$ cat config.mk
export PLATFORM = sky130hd
export DESIGN_NAME = lane_exec_ctrl
export DESIGN_NICKNAME = d
export VERILOG_FILES = /design/src/rtl/lec_pkg.sv /design/src/rtl/lec_src_mux.sv /design/src/rtl/lec_mask_alu.sv /design/src/rtl/lec_mask_regfile.sv /design/src/rtl/lane_exec_ctrl.sv
export SDC_FILE = /design/constraint.sdc
export NUM_CORES = 2
export LEC_CHECK = 0
export BUFFER_PORTS_ARGS = -buffer_cell sky130_fd_sc_hd__buf_2
export CAP_MARGIN = 20
export CORE_ASPECT_RATIO = 1.1
export CORE_UTILIZATION = 45
export CTS_CLUSTER_DIAMETER = 80
export CTS_CLUSTER_SIZE = 16
export DETAILED_ROUTE_END_ITERATION = 8
export REMOVE_ABC_BUFFERS = 1
export SKIP_LAST_GASP = 1
export SLEW_MARGIN = 25
export SYNTH_ARGS = -nofsm -noshare
export SYNTH_HDL_FRONTEND = slang
export SYNTH_SLANG_ARGS = --single-unit
$ cat constraint.sdc
create_clock -name clk -period 4 [get_ports clk]
set_input_delay 0.8 -clock clk [delete_from_list [all_inputs] [get_ports clk]]
set_output_delay 0.8 -clock clk [all_outputs]
set_load 0.1 [all_outputs]
$ cat src/rtl/lec_pkg.sv
package lec_pkg;

  typedef enum logic [3:0] {
    OP_NOP      = 4'd0,
    OP_AND_SAVE = 4'd1,
    OP_OR_SAVE  = 4'd2,
    OP_AND      = 4'd3,
    OP_OR       = 4'd4,
    OP_XOR      = 4'd5,
    OP_ANDN2    = 4'd6,
    OP_MOV      = 4'd7
  } mask_op_e;

  localparam int OP_W = 4;

endpackage

$ cat src/rtl/lec_src_mux.sv
module lec_src_mux
  import lec_pkg::*;
#(
  parameter int LANES = 64,
  parameter int NREG  = 8,
  parameter int IDX_W = 4
) (
  input  logic [NREG-1:0][LANES-1:0] regs_i,
  input  logic [LANES-1:0]           exec_i,
  input  logic [LANES-1:0]           cond_i,
  input  logic [IDX_W-1:0]           sel_i,
  output logic [LANES-1:0]           val_o
);

  localparam logic [IDX_W-1:0] SEL_EXEC = IDX_W'(NREG);
  localparam logic [IDX_W-1:0] SEL_COND = IDX_W'(NREG + 1);

  always_comb begin
    val_o = '0;
    if (sel_i == SEL_EXEC) begin
      val_o = exec_i;
    end else if (sel_i == SEL_COND) begin
      val_o = cond_i;
    end else begin
      for (int i = 0; i < NREG; i++) begin
        if (sel_i == IDX_W'(i)) val_o = regs_i[i];
      end
    end
  end

endmodule

$ cat src/rtl/lec_mask_alu.sv
module lec_mask_alu
  import lec_pkg::*;
#(
  parameter int LANES = 64,
  parameter int NREG  = 8,
  parameter int IDX_W = 4
) (
  input  mask_op_e           op_i,
  input  logic [IDX_W-1:0]   dst_i,
  input  logic [LANES-1:0]   exec_i,
  input  logic [LANES-1:0]   a_i,
  input  logic [LANES-1:0]   b_i,
  output logic               exec_we_o,
  output logic [LANES-1:0]   exec_d_o,
  output logic               reg_we_o,
  output logic [LANES-1:0]   reg_d_o,
  output logic               flag_we_o,
  output logic               flag_d_o
);

  localparam logic [IDX_W-1:0] SEL_EXEC = IDX_W'(NREG);

  logic [LANES-1:0] result;
  logic             is_save;
  logic             is_logic;
  logic             dst_is_reg;

  assign dst_is_reg = (dst_i < SEL_EXEC);

  always_comb begin
    result   = '0;
    is_save  = 1'b0;
    is_logic = 1'b0;
    case (op_i)
      OP_AND_SAVE: begin result = exec_i & a_i;  is_save  = 1'b1; end
      OP_OR_SAVE:  begin result = exec_i | a_i;  is_save  = 1'b1; end
      OP_AND:      begin result = a_i & b_i;     is_logic = 1'b1; end
      OP_OR:       begin result = a_i | b_i;     is_logic = 1'b1; end
      OP_XOR:      begin result = a_i ^ b_i;     is_logic = 1'b1; end
      OP_ANDN2:    begin result = a_i & ~b_i;    is_logic = 1'b1; end
      OP_MOV:      begin result = a_i;           is_logic = 1'b1; end
      default:     begin result = '0;                             end
    endcase
  end

  always_comb begin
    exec_we_o = 1'b0;
    exec_d_o  = result;
    reg_we_o  = 1'b0;
    reg_d_o   = result;
    flag_we_o = is_save | is_logic;
    flag_d_o  = |result;
    if (is_save) begin
      exec_we_o = 1'b1;
      reg_we_o  = dst_is_reg;
      reg_d_o   = exec_i;
    end else if (is_logic) begin
      exec_we_o = (dst_i == SEL_EXEC);
      reg_we_o  = dst_is_reg;
    end
  end

endmodule

$ cat src/rtl/lec_mask_regfile.sv
module lec_mask_regfile #(
  parameter int LANES = 64,
  parameter int NREG  = 8,
  parameter int IDX_W = 4
) (
  input  logic                       clk,
  input  logic                       rst_n,
  input  logic                       we_i,
  input  logic [IDX_W-1:0]           idx_i,
  input  logic [LANES-1:0]           d_i,
  output logic [NREG-1:0][LANES-1:0] regs_o
);

  for (genvar g = 0; g < NREG; g++) begin : g_entry
    always_ff @(posedge clk) begin
      if (!rst_n) begin
        regs_o[g] <= '0;
      end else if (we_i && (idx_i == IDX_W'(g))) begin
        regs_o[g] <= d_i;
      end
    end
  end

endmodule

$ cat src/rtl/lane_exec_ctrl.sv
module lane_exec_ctrl
  import lec_pkg::*;
#(
  parameter int LANES = 64,
  parameter int NREG  = 8,
  parameter int IDX_W = $clog2(NREG + 2)
) (
  input  logic             clk,
  input  logic             rst_n,
  input  logic             op_valid,
  output logic             op_ready,
  input  logic [OP_W-1:0]  op_code,
  input  logic [IDX_W-1:0] dst_idx,
  input  logic [IDX_W-1:0] a_idx,
  input  logic [IDX_W-1:0] b_idx,
  input  logic [LANES-1:0] lane_cond,
  output logic [LANES-1:0] exec_mask,
  output logic             scc,
  output logic             br_execz,
  output logic             br_execnz
);

  logic [NREG-1:0][LANES-1:0] regs;
  logic [LANES-1:0]           opnd_a;
  logic [LANES-1:0]           opnd_b;
  mask_op_e                   op_eff;
  logic                       exec_we;
  logic [LANES-1:0]           exec_d;
  logic                       reg_we;
  logic [LANES-1:0]           reg_d;
  logic                       flag_we;
  logic                       flag_d;

  assign op_ready = 1'b1;
  assign op_eff   = op_valid ? mask_op_e'(op_code) : OP_NOP;

  lec_src_mux #(.LANES(LANES), .NREG(NREG), .IDX_W(IDX_W)) u_mux_a (
    .regs_i(regs), .exec_i(exec_mask), .cond_i(lane_cond),
    .sel_i(a_idx), .val_o(opnd_a)
  );

  lec_src_mux #(.LANES(LANES), .NREG(NREG), .IDX_W(IDX_W)) u_mux_b (
    .regs_i(regs), .exec_i(exec_mask), .cond_i(lane_cond),
    .sel_i(b_idx), .val_o(opnd_b)
  );

  lec_mask_alu #(.LANES(LANES), .NREG(NREG), .IDX_W(IDX_W)) u_alu (
    .op_i(op_eff), .dst_i(dst_idx), .exec_i(exec_mask),
    .a_i(opnd_a), .b_i(opnd_b),
    .exec_we_o(exec_we), .exec_d_o(exec_d),
    .reg_we_o(reg_we), .reg_d_o(reg_d),
    .flag_we_o(flag_we), .flag_d_o(flag_d)
  );

  lec_mask_regfile #(.LANES(LANES), .NREG(NREG), .IDX_W(IDX_W)) u_rf (
    .clk(clk), .rst_n(rst_n), .we_i(reg_we), .idx_i(dst_idx),
    .d_i(reg_d), .regs_o(regs)
  );

  always_ff @(posedge clk) begin
    if (!rst_n) begin
      exec_mask <= '1;
      scc       <= 1'b0;
    end else begin
      if (exec_we) exec_mask <= exec_d;
      if (flag_we) scc       <= flag_d;
    end
  end

  assign br_execz  = ~|exec_mask;
  assign br_execnz = |exec_mask;

endmodule

==> results.md <==
- The number of clock sinks seen by CTS is 577.
- The data required time of the worst path is 4540 ps.
- The initial antenna violation count is 13.
- The leakage dissipation is 19.0 nW.
- The capturing element type of the critical path is a flip-flop.
- The TritonCTS clock tree is built.
- The type of element launching the critical path is an input pin.
- From synthesis to final layout, the design area changed by 26.2%.
- The net count of the finished layout is 5878.
- The clock-pin slew of the registers on the worst-case setup and hold paths is 70 ps.
- The number of core rows is 112.
- The tree is rooted in a sky130_fd_sc_hd__clkbuf_16.
- The combined global-route utilization of all metal layers is 0.529.
- The half-perimeter wire length after placement is 177000 um.
- Across the run, the number of max-cap violations was 0.
- The share of flip-flops with an asynchronous set or reset is 0.
- The setup skew after layout is 43.6 ps.
- The share of final-layout standard cells stronger than drive strength 1 is 0.238.
- Setup repair after global routing could not meet its margin everywhere.
- The floorplan die area is 86600 um2.
- The overall via count from detail_route is 47278.
- The final critical-path share of the clock period is 1.02.
- After detailed routing, the total wire length is 237000 um.
- The total of flip-flops plus latches after synthesis is 577.
- The final number of setup-violating endpoints is 2.
- The total congestion overflow is 0.
- The die is 309 um tall.
- The cell area after synthesis is 38400 um2.
- Static timing analysis puts the maximum clock frequency at 246 MHz.
- The weighted congestion reported at the end of routability-driven placement is 1.13.
- Before antenna repair, the detailed router went through 9 iterations.
- The first global-routing pass estimated 326000 um of wire.
- The most used flip-flop cell after synthesis is sky130_fd_sc_hd__dfxtp_1.
- At the worst endpoint, the arrival time is 4610 ps.
- The total power density per cell area is 288 nW/um2.
- The overall die width is 281 um.
- The checks that failed: DRC, setup timing.
- The core footprint is 84600 um2.
- The worst vdd rail ir drop is 0.000392 V.
- The count of flip-flops with a built-in enable after synthesis is 0.
- The flow ran to the end, but the final reports show violations.
- The peak fanout along the critical path is 19.
- The longest clock path from root to sink contains 3 buffers.
- The count of input and output buffers is 149.
- The number of nets with antenna violations after routing is 0.
- The slack of the worst reg-to-reg path is 490 ps.
- The netlist uses 102 different library cells.
- At the pin with the least slew margin, the transition time is 953 ps.
- The maximum number of pins on one net before global-route repair is 124.
- The path type of the worst setup path is in -> reg.
- Setup slack on the critical path of the routed design comes to -66.4 ps.
- The average cell area after synthesis is 7.46 um2.
- The post-layout minimum cycle time is 4070 ps.
- Power comes to 14.0 mW.
- In the final timing run, aggregate negative setup slack is -76.8 ps.
- The vias per cell is 6.80.
- Of the synthesized area, sequential elements account for 0.301.
- For this configuration, the core starts out at a cell density of 0.454.
- The final count of hold timing violations is 0.
- The synthesized instance count is 5153.
- Hold is met by 471 ps.
- After detailed routing, the average wire length per cell comes to 34.0 um.
- During synthesis, Yosys emitted a total of 0 warnings.
- The relative slew slack is 0.358.
- In this run the worst hold path is classified as reg -> reg.
- In this run the count of I/O pins placed on the die edge is 151.
- At the end of the flow the core is filled with cells to 0.573.
- The via count of the first global-routing pass is 43027.
- In the routed design, unresolved DRC markers number 1.
- The clock tree synthesis step divided the H-tree into 2 levels.
- The latest clock arrival within the worst-skew pair is 680 ps.
- The detailed router finished its first iteration with 7648 violations.
- Counting the buffers created by CTS gives 46.
- The number of pins exceeding their max-slew limit in the final report was 0.
## where the power goes
part,switching (mW),internal [mW]
logic,2.23,1.23
clock network,2.37,2.23
registers,0.124,5.79
## per-layer routing
layer	global-route usage	wire length, um	vias up
met5	0	149	-
met3	0.151	30900	1242
met1	0.647	85500	22397
met2	0.771	95900	3841
met4	0.433	24200	16
li1	-	-	19782
## sequential cells by signal, summed over array words and instances (netlist names)
| name | count |
|---|---|
| u_rf.regs_o | 512 |
| exec_mask | 64 |
| scc | 1 |
## final timing paths
path | end | from | cells past startpoint
max | scc | b_idx[0] | 16
min | u_rf.regs_o[366] | u_rf.regs_o[366] | 2
max reg2reg | scc | u_rf.regs_o[18] | 12
min reg2reg | u_rf.regs_o[366] | u_rf.regs_o[366] | 2
## cell usage in the layout (no fill, tap or decap), types with 21 or more instances in the layout
| master | Yosys | final |
|---|---|---|
| sky130_fd_sc_hd__mux4_2 | 26 | 26 |
| sky130_fd_sc_hd__o211ai_1 | 73 | 73 |
| sky130_fd_sc_hd__nor2b_1 | 40 | 31 |
| sky130_fd_sc_hd__a221o_1 | 25 | 25 |
| sky130_fd_sc_hd__a22o_1 | 30 | 30 |
| sky130_fd_sc_hd__o21ai_0 | 216 | 216 |
| sky130_fd_sc_hd__o21ai_1 | 23 | 21 |
| sky130_fd_sc_hd__a31oi_1 | 50 | 50 |
| sky130_fd_sc_hd__o211a_1 | 61 | 61 |
| sky130_fd_sc_hd__nor2_1 | 292 | 282 |
| sky130_fd_sc_hd__mux2i_1 | 189 | 189 |
| sky130_fd_sc_hd__a21boi_0 | 398 | 398 |
| sky130_fd_sc_hd__mux2_2 | 90 | 90 |
| sky130_fd_sc_hd__buf_4 | 36 | 836 |
| sky130_fd_sc_hd__a211oi_1 | 33 | 33 |
| sky130_fd_sc_hd__a22oi_1 | 71 | 71 |
| sky130_fd_sc_hd__nand3_1 | 88 | 85 |
| sky130_fd_sc_hd__buf_2 | 101 | 141 |
| sky130_fd_sc_hd__xor2_1 | 22 | 22 |
| sky130_fd_sc_hd__nand2b_1 | 44 | 42 |
| sky130_fd_sc_hd__a21oi_1 | 287 | 285 |
| sky130_fd_sc_hd__o2bb2ai_1 | 23 | 23 |
| sky130_fd_sc_hd__nand2_1 | 1281 | 1275 |
| sky130_fd_sc_hd__a221oi_1 | 51 | 51 |
| sky130_fd_sc_hd__nor3_1 | 45 | 41 |
| sky130_fd_sc_hd__buf_12 | 0 | 109 |
| sky130_fd_sc_hd__o22ai_1 | 78 | 78 |
| sky130_fd_sc_hd__clkbuf_16 | 0 | 46 |
| sky130_fd_sc_hd__a21boi_1 | 60 | 60 |
| sky130_fd_sc_hd__dfxtp_1 | 577 | 577 |
| sky130_fd_sc_hd__nor4_1 | 24 | 21 |
| sky130_fd_sc_hd__o221ai_1 | 39 | 38 |
| sky130_fd_sc_hd__a21o_1 | 21 | 21 |
| sky130_fd_sc_hd__inv_1 | 26 | 26 |
## synthesized netlist by cell type (all sizes together) (22+ instances only)
cell,instances,area share
a211oi,34,0.0068
a21boi,458,0.089
a21oi,293,0.039
a221o,25,0.0065
a221oi,52,0.012
a22o,30,0.0068
a22oi,73,0.015
a31oi,51,0.0085
buf,191,0.029
clkbuf,307,0.030
dfxtp,577,0.30
inv,33,0.0032
mux2,92,0.027
mux2i,189,0.049
mux4,26,0.015
nand2,1281,0.13
nand2b,44,0.0072
nand3,88,0.011
nor2,296,0.029
nor2b,40,0.0065
nor3,48,0.0066
nor4,26,0.0046
o211a,61,0.016
o211ai,73,0.014
o21ai,239,0.031
o221ai,40,0.0093
o22ai,78,0.013
o2bb2ai,23,0.0052
xor2,22,0.0050
## through the flow
stage / cell area [um2] / setup WS [ps] / std cells
2_1_floorplan: 36200 / -2040 / 4655
3_3_place_gp: 47100 / -648 / 6887
4_1_cts: 48500 / 24.0 / 6946
5_1_grt: 48500 / -19.8 / 6946
3_5_place_dp: 47100 / -634 / 6887
6_report: 48500 / -66.4 / 6952
## cell type report
class                      count  area, um2
inverter                      33        124
sequential                   577      11600
antenna                        6       15.0
timing repair buffer        1092       9240
fill                        8098      36100
clock inverter                13        185
tap                         1140       1430
clock buffer                  46       1150
multi-input combinational   4045      24800
## worst max-delay path: stages
cell and delay (ps):
sky130_fd_sc_hd__buf_8 170, sky130_fd_sc_hd__buf_12 200, sky130_fd_sc_hd__buf_4 130, sky130_fd_sc_hd__nor2b_1 580, sky130_fd_sc_hd__buf_4 230, sky130_fd_sc_hd__buf_4 90
sky130_fd_sc_hd__a211o_1 100, sky130_fd_sc_hd__a32o_1 280, sky130_fd_sc_hd__a21oi_1 100, sky130_fd_sc_hd__o221ai_1 200, sky130_fd_sc_hd__o211ai_1 400, sky130_fd_sc_hd__nor3b_1 530
sky130_fd_sc_hd__nand3_1 140, sky130_fd_sc_hd__nor4_1 320, sky130_fd_sc_hd__buf_4 190, sky130_fd_sc_hd__a31oi_1 70
## timing repair
action | CTS | global route
resized for setup | 1 | 10
pin swaps | 0 | 1
setup endpoints to repair | 1 | 15
hold buffers | 0 | 0
buffers inserted | 0 | 0
## cell families (layout without fill, tap and decap cells)
group	count (synthesis)	in the layout	share of synthesized area
xor+xnor	41	41	0.00934
simple gates	1957	1957	0.217
flops	577	577	0.301
buf+inv	531	1184	0.0624
other cells	1	7	0.0000976
compound gates	1739	1739	0.319
mux	307	307	0.0915
No activity file was read; power rests on OpenSTA's default activity.
